--- src/rtl/pus_pkg.sv ---
package pus_pkg;
    typedef enum logic [2:0] {
        S_WAIT_POR = 3'd0,
        S_IDLE     = 3'd1,
        S_KEY1     = 3'd2,
        S_KEY2     = 3'd3,
        S_PROG     = 3'd4
    } pus_state_e;

    localparam logic [7:0] KEY_A = 8'hA5;
    localparam logic [7:0] KEY_B = 8'h5A;
endpackage

--- src/rtl/pus_sync.sv ---
module pus_sync #(
    parameter int W      = 1,
    parameter int STAGES = 2
) (
    input  logic         clk,
    input  logic         rst_n,
    input  logic [W-1:0] d,
    output logic [W-1:0] q
);
    logic [W-1:0] chain [STAGES];

    for (genvar i = 0; i < STAGES; i++) begin : g_stage
        always_ff @(posedge clk or negedge rst_n) begin
            if (!rst_n) begin
                chain[i] <= '0;
            end else begin
                if (i == 0) chain[i] <= d;
                else        chain[i] <= chain[(i == 0) ? 0 : i-1];
            end
        end
    end

    assign q = chain[STAGES-1];
endmodule

--- src/rtl/pus_por_timer.sv ---
module pus_por_timer #(
    parameter int SETTLE = 12_500_000
) (
    input  logic clk,
    input  logic rst_n,
    output logic armed
);
    localparam int CW = $clog2(SETTLE + 1);
    localparam logic [CW-1:0] LIMIT = CW'(SETTLE);

    logic [CW-1:0] cnt;

    always_ff @(posedge clk or negedge rst_n) begin
        if (!rst_n)            cnt <= '0;
        else if (cnt != LIMIT) cnt <= cnt + 1'b1;
    end

    assign armed = (cnt == LIMIT);
endmodule

--- src/rtl/pus_pulse_det.sv ---
module pus_pulse_det #(
    parameter int MIN_W = 250,
    parameter int DW    = 8
) (
    input  logic          clk,
    input  logic          rst_n,
    input  logic          pin_s,
    input  logic [DW-1:0] data_s,
    output logic          step_ok,
    output logic [DW-1:0] step_data
);
    localparam int CW = $clog2(MIN_W + 1);
    localparam logic [CW-1:0] LIMIT = CW'(MIN_W);

    logic          pin_d;
    logic          in_pulse;
    logic [CW-1:0] hi_cnt;
    logic          rise, fall;

    assign rise = pin_s & ~pin_d;
    assign fall = ~pin_s & pin_d;

    always_ff @(posedge clk or negedge rst_n) begin
        if (!rst_n) begin
            pin_d     <= 1'b0;
            in_pulse  <= 1'b0;
            hi_cnt    <= '0;
            step_ok   <= 1'b0;
            step_data <= '0;
        end else begin
            pin_d   <= pin_s;
            step_ok <= 1'b0;
            if (rise) begin
                in_pulse  <= 1'b1;
                hi_cnt    <= CW'(1);
                step_data <= data_s;
            end else if (pin_s && in_pulse) begin
                if (hi_cnt != LIMIT) hi_cnt <= hi_cnt + 1'b1;
            end else if (fall) begin
                in_pulse <= 1'b0;
                step_ok  <= in_pulse && (hi_cnt >= LIMIT);
            end
        end
    end
endmodule

--- src/rtl/pus_addr_chk.sv ---
module pus_addr_chk #(
    parameter int ADDR_W = 12,
    parameter int BASE_W = 9
) (
    input  logic [1:0]        sel,
    input  logic [ADDR_W-1:0] addr,
    output logic              in_range
);
    logic [ADDR_W:0] last;

    always_comb begin
        last     = ((ADDR_W+1)'(1) << (BASE_W + int'(sel))) - 1'b1;
        in_range = ({1'b0, addr} <= last);
    end
endmodule

--- src/rtl/prog_unlock_seq.sv ---
module prog_unlock_seq
    import pus_pkg::*;
#(
    parameter int ADDR_W      = 12,
    parameter int SYNC_STAGES = 2,
    parameter int MIN_PULSE   = 250,
    parameter int POR_SETTLE  = 12_500_000
) (
    input  logic              clk,
    input  logic              por_n,
    input  logic              core_hold,
    input  logic              pgm_clk_pin,
    input  logic [7:0]        port_pins,
    input  logic [1:0]        mem_sel,
    input  logic [ADDR_W-1:0] pgm_addr,
    input  logic              pgm_wr_req,
    output logic              pgm_mode,
    output logic              pgm_wr_en,
    output logic [2:0]        seq_step
);
    localparam int SW = 9;

    logic [SW-1:0] raw_bus, sync_bus;
    logic          armed;
    logic          step_ok;
    logic [7:0]    step_data;
    logic          addr_ok;

    pus_state_e state, state_nx;

    assign raw_bus = {pgm_clk_pin, port_pins};

    pus_sync #(.W(SW), .STAGES(SYNC_STAGES)) u_sync (
        .clk(clk), .rst_n(por_n), .d(raw_bus), .q(sync_bus)
    );

    pus_por_timer #(.SETTLE(POR_SETTLE)) u_por (
        .clk(clk), .rst_n(por_n), .armed(armed)
    );

    pus_pulse_det #(.MIN_W(MIN_PULSE), .DW(8)) u_pulse (
        .clk(clk), .rst_n(por_n),
        .pin_s(sync_bus[SW-1]), .data_s(sync_bus[7:0]),
        .step_ok(step_ok), .step_data(step_data)
    );

    pus_addr_chk #(.ADDR_W(ADDR_W), .BASE_W(9)) u_addr (
        .sel(mem_sel), .addr(pgm_addr), .in_range(addr_ok)
    );

    always_ff @(posedge clk or negedge por_n) begin
        if (!por_n) state <= S_WAIT_POR;
        else        state <= state_nx;
    end

    always_comb begin
        state_nx = state;
        unique case (state)
            S_WAIT_POR: if (armed) state_nx = S_IDLE;
            S_IDLE: begin
                if (!core_hold && step_ok)
                    state_nx = (step_data == KEY_A) ? S_KEY1 : S_IDLE;
            end
            S_KEY1: begin
                if (core_hold)    state_nx = S_IDLE;
                else if (step_ok) state_nx = (step_data == KEY_B) ? S_KEY2 : S_IDLE;
            end
            S_KEY2: begin
                if (core_hold)    state_nx = S_IDLE;
                else if (step_ok) state_nx = (step_data == KEY_A) ? S_PROG : S_IDLE;
            end
            S_PROG: if (core_hold) state_nx = S_IDLE;
            default: state_nx = S_WAIT_POR;
        endcase
    end

    always_comb begin
        pgm_mode  = (state == S_PROG);
        pgm_wr_en = pgm_mode && pgm_wr_req && addr_ok;
        seq_step  = state;
    end
endmodule

--- config.mk ---
export PLATFORM = sky130hd
export DESIGN_NAME = prog_unlock_seq
export DESIGN_NICKNAME = d
export VERILOG_FILES = /design/src/rtl/pus_pkg.sv /design/src/rtl/pus_sync.sv /design/src/rtl/pus_por_timer.sv /design/src/rtl/pus_pulse_det.sv /design/src/rtl/pus_addr_chk.sv /design/src/rtl/prog_unlock_seq.sv
export SDC_FILE = /design/constraint.sdc
export NUM_CORES = 1
export LEC_CHECK = 0
export BUFFER_PORTS_ARGS = -buffer_cell sky130_fd_sc_hd__buf_2
export CAP_MARGIN = 20
export CORE_MARGIN = 3
export CORE_UTILIZATION = 45
export DETAILED_ROUTE_END_ITERATION = 6
export GPL_ROUTABILITY_DRIVEN = 0
export HOLD_SLACK_MARGIN = 0.02
export PLACE_DENSITY = 0.6
export SYNTH_ARGS = -nofsm -noshare
export SYNTH_HDL_FRONTEND = slang
export SYNTH_SLANG_ARGS = --single-unit
--- constraint.sdc ---
create_clock -name clk -period 2.72 [get_ports clk]
set_clock_uncertainty 0.15 [all_clocks]
set_input_delay 0.408 -clock clk [delete_from_list [all_inputs] [get_ports clk]]
set_output_delay 0.408 -clock clk [all_outputs]
set_load 0.005 [all_outputs]
# --- After elaboration in Yosys (flattened, before gate mapping) ---
# Cells that the tools add are included.
# W data, S select, Z words.
op_classes:
  add_sub_neg: 4
  order_cmp: 2
  eq_ne: 15
  shift: 1
  muxes: 20
  bitwise: 4
  reduce_logical: 13
ops:
  columns: ["op", "count"]
  rows:
  - ["$shl A1 B32 Y13 const A", 1]
  - ["$add A24 B1 Y24 const B", 1]
  - ["$eq A24 B24 Y1 const B", 1]
  - ["$mux W3", 8]
  - ["$mux W8", 3]
  - ["$ne A24 B24 Y1 const B", 1]
  - ["$pmux W3 S5", 1]
  - ["$le A12 B13 Y1", 1]
  - ["$sub A13 B1 Y13 const B", 1]
  - ["$add A8 B1 Y8 const B", 1]
  - ["$eq A8 B7 Y1 const B", 1]
  - ["$eq A8 B8 Y1 const B", 1]
  - ["$ge A8 B8 Y1 const B", 1]
  - ["$ne A8 B8 Y1 const B", 1]
  - ["$eq A3 B2 Y1 const B", 2]
  - ["$mux W1", 6]
  - ["$ne A2 B2 Y1 const B", 3]
  - ["$ne A3 B2 Y1 const B", 2]
  - ["$reduce_bool A2 Y1", 3]
  - ["$add A4 B2 Y5 const A", 1]
  - ["$logic_and A1 B1 Y1", 5]
  - ["$reduce_and A5 Y1", 1]
  - ["$mux W2", 2]
  - ["$reduce_and A2 Y1", 2]
  - ["other kinds (7)", 9]
totals:
  regBits: 64
  out_inout_bits: 5
  wordCells: 68

# --- Logic depth before layout (Yosys ltp) ---
# Gate-level depths: netlist of run 1.
logic_depth:
  word_depth: 5
  depth_mapped: 6

# --- By module ---
# From an unflattened synthesis of run 1, not the netlist that was laid out.
unflattened:
  hier_cells: 261
  area_unflattened_um2: 3042.9
by_module_without_submodules:
  columns: ["mod", "instances", "cells_each", "area_each_um2", "seq_area_each_um2"]
  rows:
  - ["pus_por_timer", 1, 104, 1182.4, 600.6]
  - ["pus_pulse_det", 1, 78, 902.1, 475.5]
  - ["pus_sync", 1, 27, 518.0, 450.4]
  - ["prog_unlock_seq", 1, 34, 314.1, 75.1]
  - ["pus_addr_chk", 1, 18, 126.4, 0.0]

# --- Worst setup path after synthesis of run 1 ---
# Ideal clock, no wire load.
synth_timing:
  kind: "flip-flop to flip-flop"
  start: "reg u_por.cnt[3]"
  end: "reg u_por.cnt[1]"
  setup_time_ns: 0.125
  arrival_time_ns: 1.499
  required_time_ns: 2.445
  slack_ns: 0.946
  stages_incl_launch_ff: 6
  synth_period_minus_slack_ns: 1.774
  path_cell_list: "dfrtp_1 > buf_6 > nor4_2 > nand4_1 > nor4_4 > mux2_4"
synth_via:
  elab_chain_len: 1
synth_rtl:
  columns: ["item", "line", "text"]
  rows:
  - ["start, declared", "pus_por_timer.sv:11", "logic [CW-1:0] cnt;"]
  - ["start signal, assigned", "pus_por_timer.sv:15", "else if (cnt != LIMIT) cnt <= cnt + 1'b1;"]
  - ["$ne A24 B24 Y1", "pus_por_timer.sv:15", null]
# No other way between the ends.
# A chain may end at the register's enable or synchronous reset.

# --- Worst setup path in the final report of run 1 ---
layout_timing:
  start: "reg state[2], in the netlist seq_step[2]"
  end: "out pgm_wr_en"
layout_via:
  elab_chain_len: 3
layout_rtl:
  columns: ["item", "line", "text"]
  rows:
  - ["start, declared", "prog_unlock_seq.sv:29", "pus_state_e state, state_nx;"]
  - ["start signal, assigned", "prog_unlock_seq.sv:53", "else state <= state_nx;"]
  - ["$eq A3 B3 Y1", "prog_unlock_seq.sv:78", "pgm_mode = (state == S_PROG);"]
  - ["$logic_and A1 B1 Y1 (2 in series)", "prog_unlock_seq.sv:79", "pgm_wr_en = pgm_mode && pgm_wr_req && addr_ok;"]
  - ["end, declared", "prog_unlock_seq.sv:18", "output logic pgm_wr_en,"]
# No other way between the ends.

==> impl_metrics.json, run 1 <==
{
  "outcome": "complete, no violations",
  "ys_warn_count": 0,
  "period_minus_slack_ps": 2255,
  "worstPathRequired_ps": 2160,
  "dp_hpwl_um": 3304,
  "netlist_area_um2": 2846,
  "final_max_slew_viol_count": 0,
  "drt_iter0_drc": 87,
  "fin_util_pct": 56.19,
  "dpl_worst_slack_ps": 740.6,
  "startpoint": "seq_step[2]",
  "hold_viol": 0,
  "port-buffer-count": 31,
  "syn_nets": 274,
  "hp-class": "primary input to flop",
  "fin_area_um2": 3386,
  "path_max_fanout": 9,
  "start_util_pct": 47.24,
  "grt_pass1_wl_um": 8411,
  "worst_slack_ps": 464.7,
  "grt_use_total_pct": 14.96,
  "seq_area_frac_synth_pct": 56.26,
  "htreeDepth": 3,
  "timing.fmax_mhz": 443.4,
  "grt_overflow": 0,
  "multiInputGateArea_um2": 1172,
  "wl_per_cell_um": 13.52,
  "r2r-end": "u_por.cnt[1]",
  "drv_cap": 0,
  "min_period_over_period_pct": 82.92,
  "syn_avg_cell_area_um2": 12.01,
  "path_clk_slew_ps": 80,
  "cts_max_path_buffers": 2,
  "rsz0062_at_grt": "false",
  "setup_viol": 0,
  "cp-end-kind": "output port",
  "power_density_nw_per_um2": 591.3,
  "areaGrowthSynthToFinish_pct": 18.95,
  "cts_setup_buffers": 0,
  "reg2regPathDepth": 4,
  "avgViaCountPerCell": 5.167,
  "synth_area_leaders": "dfrtp_1 56%, xnor2_1 6.2%, ha_1 4.4%, mux2_2 3.6%, nand4_1 2.6%",
  "synth_edf_count": 0,
  "r2r_setup_slack_ps": 790,
  "worst_pin_slew_ps": 684.5,
  "fin_cells": 365,
  "die_x_um": 85.54,
  "cp-endpoint": "pgm_wr_en",
  "cts.sink_count": 64,
  "tns_ps": 0,
  "vias": 1886,
  "nets": 322,
  "ios": 32,
  "antenna_found_initial": 0,
  "dp.cells": 339,
  "grt_pass1_vias": 1819,
  "async_reset_ff_share_pct": 100.0,
  "detail-route-antenna-nets": 0,
  "num_rows": 28,
  "die-area_um2": 7316,
  "clockRootBuffer": "clkbuf_8",
  "synthFlopType": "dfrtp_1",
  "cts_tree": "yes",
  "routed_wirelength_um": 4933,
  "die_h_um": 85.54,
  "max_slew_margin_pct": 54.37,
  "antenna_cells": 0,
  "grt_start_max_net_pins": 65,
  "fillers": 522,
  "first_pass_iters": 4,
  "reg2reg_from": "u_por.cnt[9]",
  "synth_cells": 237,
  "ys_types": 44,
  "yosys.area.top_type": "dfrtp_1",
  "crit_type": "flop to output port",
  "clk_latency_ps": 340,
  "peakVddDrop_uv": 384.8,
  "start_kind": "flop",
  "yosysTopAreaCellShare_pct": 56.26,
  "drc_errors": 0,
  "cts_made_buffers": 9,
  "arrival_ps": 1700,
  "ys_ff_latch": 64,
  "leakagePower_uw": 0.001585,
  "dpl_cell_area_um2": 3080,
  "layout-drive-gt1-share_pct": 23.10,
  "coreArea_um2": 6026,
  "regArea_um2": 1602
}
==> power breakdown <==
| part | total (uW) | switching [uW] | internal (uW) | leakage (uW) |
|---|---|---|---|---|
| clock | 835 | 384 | 451 | 0.0000989 |
| combinational | 140 | 64.5 | 75.4 | 0.000677 |
| sequential | 1030 | 32.1 | 995 | 0.000810 |
| total | 2000 | 481 | 1520 | 0.00159 |
==> sequential cells by signal, summed over array words and instances, names as in the netlist <==
name and flops:
u_sync.q 9, u_sync.chain 9, seq_step 3, u_pulse.step_data 8
u_por.cnt 24, u_pulse.hi_cnt 8, u_pulse.pin_d 1, u_pulse.in_pulse 1
u_pulse.step_ok 1
==> worst min path at each step <==
| stage | startpoint | endpoint | slack (ps) | cells after the start |
|---|---|---|---|---|
| after floorplan | por_n | seq_step[0] | -40 | 0 |
| after global placement | u_sync.chain[13] | u_sync.q[4] | 180 | 0 |
| after detailed placement | u_sync.chain[11] | u_sync.q[2] | 180 | 0 |
| after CTS | core_hold | seq_step[2] | 150 | 2 |
| after global routing | core_hold | seq_step[2] | 170 | 2 |
| final | core_hold | seq_step[2] | 170 | 2 |
==> worst max-delay path, stage by stage (launching register included) <==
cell,delay [ps]
dfrtp_1,500
or3b_2,520
inv_1,100
o211a_1,140
buf_2,100
==> layer usage <==
layer | vias to the layer above | global-route usage, % | share of wire [%]
met2 | 43 | 21.19 | 43
met4 | 0 | 8.921 | 1.7
li1 | 929 | - | -
met3 | 8 | 3.362 | 5.0
met1 | 906 | 20.99 | 51
met5 | - | 0 | 0
==> layout by cell type (no fill, tap or decap), types with 6 or more instances in the layout <==
| cell | count |
|---|---|
| nand2_1 | 15 |
| ha_1 | 10 |
| and3_1 | 6 |
| xnor2_1 | 20 |
| nand3_1 | 14 |
| inv_1 | 10 |
| xor2_1 | 8 |
| nor2_1 | 11 |
| nand4_1 | 12 |
| dlygate4sd3_1 | 10 |
| nor3_1 | 7 |
| dfrtp_1 | 64 |
| mux2_2 | 9 |
| buf_2 | 31 |
| clkbuf_8 | 10 |
==> cells in the mapped netlist, drive strengths merged, types with 6 or more instances <==
master,n
dfrtp,64
xnor2,20
nand2,15
nand3,14
nand4,12
nor2,11
ha,10
inv,10
mux2,10
xor2,8
nor3,7
and3,6
==> stage by stage <==
| step | hold WS (ps) | power (uW) |
|---|---|---|
| 6_report | 173.7 | 2002 |
| 5_1_grt | 167.6 | 2104 |
| 4_1_cts | 153.9 | 2031 |
| 3_5_place_dp | 184.7 | 1177 |
| 3_3_place_gp | 181.8 | 1174 |
| 2_1_floorplan | -37.59 | 1111 |
==> area by class of cell <==
class | count | area share, %
clock buffers | 10 | 4.065
clock inverters | 6 | 1.996
inverters | 10 | 1.109
multi-input cells | 158 | 34.63
flip-flops and latches | 64 | 47.30
well taps | 75 | 2.772
repair buffers | 42 | 8.130
==> kinds of logic after synthesis <==
| kind of cell | share of synthesized area (%) |
|---|---|
| compound gates | 3.868 |
| xor+xnor | 8.616 |
| fa+ha+maj | 4.396 |
| buf+inv | 2.549 |
| flops | 56.26 |
| mux | 4.088 |
| other cells | 0.1317 |
| simple gates | 20.09 |
==> timing repair <==
action / 4_1_cts / 5_1_grt
gates resized for setup: 0 / 0
hold endpoints to repair: 73 / 0
hold buffers: 10 / 0
No activity file was read; power rests on OpenSTA's default activity.
==> run 2, diff against run 1 <==
--- a/config.mk
+++ b/config.mk
@@ -12,7 +12,7 @@
 export DETAILED_ROUTE_END_ITERATION = 6
 export GPL_ROUTABILITY_DRIVEN = 0
 export HOLD_SLACK_MARGIN = 0.02
-export PLACE_DENSITY = 0.6
+export PLACE_DENSITY = 0.62
 export SYNTH_ARGS = -nofsm -noshare
 export SYNTH_HDL_FRONTEND = slang
 export SYNTH_SLANG_ARGS = --single-unit
==> constraint.sdc (replaced) <==
create_clock -name clk -period 1.9 [get_ports clk]
set_clock_uncertainty 0.15 [all_clocks]
set_input_delay 0.285 -clock clk [delete_from_list [all_inputs] [get_ports clk]]
set_output_delay 0.285 -clock clk [all_outputs]
set_load 0.005 [all_outputs]
==> run 2 against run 1 <==
Effect of this change: clock-buffer cell count fell by 1; sequential share of layout area is 0.94 points lower; power rose by 35%; cell area is 2.0% higher; highest routed layer unchanged.
==> impl_metrics.json, run 2 (same netlist as run 1, synthesis figures left out) <==
{
  "outcome": "complete, no violations",
  "dpl_worst_slack_ps": 158.3,
  "htreeDepth": 3,
  "fin_hold_ws_ps": 200.4,
  "grt_use_total_pct": 15.39,
  "fin_area_um2": 3455,
  "worstPathRequired_ps": 1460,
  "peakVddDrop_uv": 663.7,
  "grt_overflow": 0,
  "path_clk_slew_ps": 70,
  "avgViaCountPerCell": 5.115,
  "largest_reg_flops": 24,
  "min_period_over_period_pct": 99.32,
  "drv_cap": 0,
  "period_minus_slack_ps": 1887,
  "hp-start": "u_sync.chain[14]",
  "grt_pass1_wl_um": 8880,
  "setup_viol": 0,
  "cts.sink_count": 64,
  "worst_slack_ps": 12.99,
  "detail-route-antenna-nets": 0,
  "timing.fmax_mhz": 529.9,
  "dp_hpwl_um": 3424,
  "num_rows": 28,
  "areaGrowthSynthToFinish_pct": 21.36,
  "final_max_slew_viol_count": 0,
  "vias": 1918,
  "rsz0062_at_grt": "true",
  "reg2reg_from": "seq_step[1]",
  "routed_wirelength_um": 4873,
  "tns_ps": 0,
  "grt_start_max_net_pins": 51,
  "nets": 332,
  "layout_common_cells": "64 x dfrtp_1, 31 x buf_2, 20 x xnor2_1",
  "cts_made_buffers": 9,
  "layout-drive-gt1-share_pct": 26.00,
  "arrival_ps": 1450,
  "final_common_cell": "dfrtp_1",
  "start_util_pct": 47.24,
  "die_h_um": 85.54,
  "hp-class": "flop to flop",
  "path_max_fanout": 2,
  "ios": 32,
  "clk_latency_ps": 330,
  "antenna_found_initial": 0,
  "drt_iter0_drc": 52,
  "crit_type": "flop to output port",
  "top_register": "u_por.cnt",
  "die-area_um2": 7316,
  "first_pass_iters": 4,
  "clockRootBuffer": "clkbuf_8",
  "drc_errors": 0,
  "antenna_cells": 0,
  "die_x_um": 85.54,
  "cp-end-kind": "output port",
  "port-buffer-count": 31,
  "cts_max_path_buffers": 2,
  "power_density_nw_per_um2": 784.0,
  "cts_tree": "yes",
  "max_slew_margin_pct": 62.32,
  "dpl_cell_area_um2": 3133,
  "startpoint": "seq_step[1]",
  "coreArea_um2": 6026,
  "leakagePower_uw": 0.001625,
  "hold_viol": 0,
  "wl_per_cell_um": 12.99,
  "worst_pin_slew_ps": 565.2,
  "grt_pass1_vias": 1973,
  "start_kind": "flop"
}
## run 2: power breakdown
| part | switching (uW) | total [uW] | internal [uW] |
|---|---|---|---|
| logic | 95.5 | 210 | 114 |
| registers | 42.3 | 1470 | 1420 |
| clock network | 549 | 1030 | 483 |
## run 2: what timing repair did
| item | CTS | global route |
|---|---|---|
| resized for setup | 2 | 2 |
| hold buffers | 11 | 0 |
| endpoints found under the hold margin | 24 | 0 |
| buffers inserted | 2 | 0 |
| pin swaps | 1 | 1 |
| endpoints found under the setup margin | 2 | 3 |
## run 2: critical path, stage by stage (launching register included)
cell and delay (ps):
dfrtp_1 400, or3b_4 410, inv_2 70, o211a_1 130, buf_2 110
## run 2: final cells by class
class                           count  area (um^2)
Sequential cell                    64         1602
Tap cell                           75        93.84
Clock inverter                      7        55.05
Fill cell                         527         2571
Clock buffer                        9        123.9
Multi-Input combinational cell    158         1190
Timing Repair Buffer               52        352.8
Inverter                           10        37.54
## run 2: metal layers
metal,wire (um),share of wire [%],vias to the layer above,track usage (%)
li1,-,-,953,-
met1,2262,46,916,20.08
met2,2264,46,44,23.66
met3,302,6.2,5,5.668
met4,43,0.88,0,5.612
met5,0,0,-,0
## run 2: path summary, 6_finish.rpt
path | to | slack, ps | cells past startpoint
min in group asynchronous | u_pulse.hi_cnt[0] | 250 | 2
max | pgm_wr_en | 10 | 4
min | u_sync.q[5] | 200 | 0
max in group asynchronous | seq_step[2] | 770 | 3
max reg2reg | seq_step[1] | 90 | 6
min reg2reg | u_sync.q[5] | 200 | 0
## run 2: through the flow
stage	total power (uW)	utilization, %	cells
after detailed placement	1690	51.99	346
after floorplan	1590	-	237
after CTS	2760	57.08	375
after global routing	2864	57.33	375
final	2708	57.33	375
after global placement	1678	51.99	346
==> run 3, diff against run 2 <==
--- a/config.mk
+++ b/config.mk
@@ -7,12 +7,13 @@
 export LEC_CHECK = 0
 export BUFFER_PORTS_ARGS = -buffer_cell sky130_fd_sc_hd__buf_2
 export CAP_MARGIN = 20
+export CORE_ASPECT_RATIO = 0.75
 export CORE_MARGIN = 3
 export CORE_UTILIZATION = 45
 export DETAILED_ROUTE_END_ITERATION = 6
 export GPL_ROUTABILITY_DRIVEN = 0
 export HOLD_SLACK_MARGIN = 0.02
-export PLACE_DENSITY = 0.62
+export PLACE_DENSITY = 0.72
 export SYNTH_ARGS = -nofsm -noshare
 export SYNTH_HDL_FRONTEND = slang
 export SYNTH_SLANG_ARGS = --single-unit
==> run 3 against run 2 <==
Effect of this change: global-route usage fell by 0.11 points; worst setup slack improved by 4.2 ps; via count is 0.57% lower; register-to-register slack better by 20 ps; sequential share of layout area decreased by 0.28 points; largest cell class unchanged; cell area up 0.69%.
==> impl_metrics.json, run 3 (same netlist as run 1, synthesis figures left out) <==
{
  "min_period_over_period_pct": 99.10,
  "peakVddDrop_uv": 645.3,
  "setup_viol": 0,
  "layout-drive-gt1-share_pct": 25.91,
  "max_stage_delay_ps": 400,
  "top_usage_layer": "met2",
  "fin_hold_ws_ps": 57.93,
  "largest_reg_flops": 24,
  "net-switching-power_uw": 611.9,
  "start_util_pct": 47.63,
  "hp-start": "core_hold",
  "timing.fmax_mhz": 531.1,
  "grt_overflow": 0,
  "pwr-share-comb_pct": 7.6,
  "cts_max_path_buffers": 2,
  "path_max_fanout": 2,
  "rsz0062_at_grt": "true",
  "nets": 334,
  "coreArea_um2": 5976,
  "path_clk_slew_ps": 70,
  "crit_type": "flop to output port",
  "grt_pass1_vias": 1849,
  "routed_wirelength_um": 5037,
  "outcome": "complete, no violations",
  "clockRootBuffer": "clkbuf_8",
  "final_common_cell": "dfrtp_1",
  "clk_latency_ps": 340,
  "dpl_cell_area_um2": 3149,
  "power_frac_clock_pct": 39.7,
  "p_seq_share_pct": 52.7,
  "hold_viol": 0,
  "grt_use_total_pct": 15.28,
  "startpoint": "seq_step[0]",
  "die_h_um": 74.88,
  "detail-route-antenna-nets": 0,
  "final_max_slew_viol_count": 0,
  "arrival_ps": 1450,
  "antenna_found_initial": 0,
  "drv_cap": 0,
  "worstPathRequired_ps": 1460,
  "reg2reg_from": "seq_step[0]",
  "start_kind": "flop",
  "die_x_um": 97.84,
  "grt_pass1_wl_um": 8652,
  "areaGrowthSynthToFinish_pct": 22.20,
  "die-area_um2": 7325,
  "met1_usage_pct": 19.89,
  "worst_pin_slew_ps": 577.7,
  "cts_tree": "yes",
  "power_density_nw_per_um2": 801.3,
  "slowest_stage": "dfrtp_2",
  "layout_common_cells": "63 x dfrtp_1, 31 x buf_2, 20 x xnor2_1",
  "hp-class": "primary input to flop",
  "use_met3_pct": 4.630,
  "drc_errors": 0,
  "avgViaCountPerCell": 5.032,
  "p_int_uw": 2175,
  "ios": 32,
  "grt_start_max_net_pins": 25,
  "cts_made_buffers": 9,
  "sw_frac_of_total_pct": 21.95,
  "fin_cells": 379,
  "fin_area_um2": 3478,
  "drt_iter0_drc": 88,
  "period_minus_slack_ps": 1883,
  "cts.sink_count": 64,
  "leakagePower_uw": 0.001643,
  "grtUsageMet2_pct": 23.60,
  "dp_hpwl_um": 3707,
  "power.total_uw": 2787,
  "wl_per_cell_um": 13.29,
  "cp-end-kind": "output port",
  "cp_cell_sequence": "or3b_4 -> inv_2 -> o211a_1 -> buf_2",
  "dp.cells": 349,
  "first_pass_iters": 4,
  "top_register": "u_por.cnt",
  "port-buffer-count": 31,
  "critPathBufInv": 2,
  "cp_top_family": "flip-flops",
  "num_rows": 24,
  "antenna_cells": 0,
  "max_slew_margin_pct": 61.48,
  "htreeDepth": 3,
  "vias": 1907
}
run 3: cell types whose count changed in the layout (fill, tap and decap cells not counted), sizes merged:
| cell | delta |
|---|---|
| dlygate4sd3 | -1 |
| clkbuf | +3 |
| clkinv | -2 |
| inv | -2 |
| clkinvlp | -1 |
| bufinv | +1 |
| buf | +3 |
run 3: per-stage QoR:
step / worst slack (ps) / util (%) / TNS [ps]
after floorplan: 126.0 / - / 0
after detailed placement: 125.5 / 52.70 / 0
after global placement: 164.4 / 52.70 / 0
final: 17.16 / 58.21 / 0
after CTS: 9.278 / 57.71 / 0
after global routing: -28.74 / 58.21 / -28.74
run 3: layout make-up:
class	count	area [um^2]
clock inverters	3	42.54
repair buffers	54	377.9
well taps	78	97.59
inverters	10	37.54
flip-flops and latches	64	1603
fillers	484	2497
multi-input cells	158	1175
clock buffers	12	145.1
run 3: worst paths after layout:
kind	to	slack, ps	cells after the start
worst max register to register	seq_step[0]	110	6
min in group asynchronous	u_por.cnt[7]	300	2
worst min register to register	u_sync.q[3]	200	0
worst min-delay path	seq_step[2]	60	2
max in group asynchronous	seq_step[0]	800	3
worst max-delay path	pgm_wr_en	20	4
run 3: power by group through the flow:
stage                     sequential (uW)  combinational (uW)  clock [uW]
after detailed placement             1490                 196           0
after CTS                            1470                 215        1150
after global placement               1490                 188           0
final                                1470                 212        1110
after global routing                 1480                 245        1210
after floorplan                      1480                 109           0
run 3: worst register-to-register path: cells and delay by family, from the launching register on:
| family | cells | cell delay [ps] |
|---|---|---|
| AO/OA/AOI/OAI | 2 | 790 |
| buffers and inverters | 2 | 220 |
| flip-flops | 1 | 360 |
| AND/OR/NAND/NOR | 2 | 150 |
run 3: layer usage:
layer | share of wire [%] | vias up
met1 | 50 | 904
met5 | 0 | -
met3 | 4.9 | 9
met2 | 44 | 44
met4 | 1.8 | 0
li1 | - | 950
run 3: repair_timing:
| action | in CTS | in global routing |
|---|---|---|
| hold endpoints to repair | 27 | 0 |
| resized for setup | 3 | 0 |
| hold buffers | 10 | 0 |
| buffers inserted | 1 | 4 |
| pin swaps | 0 | 1 |
| setup endpoints to repair | 2 | 3 |
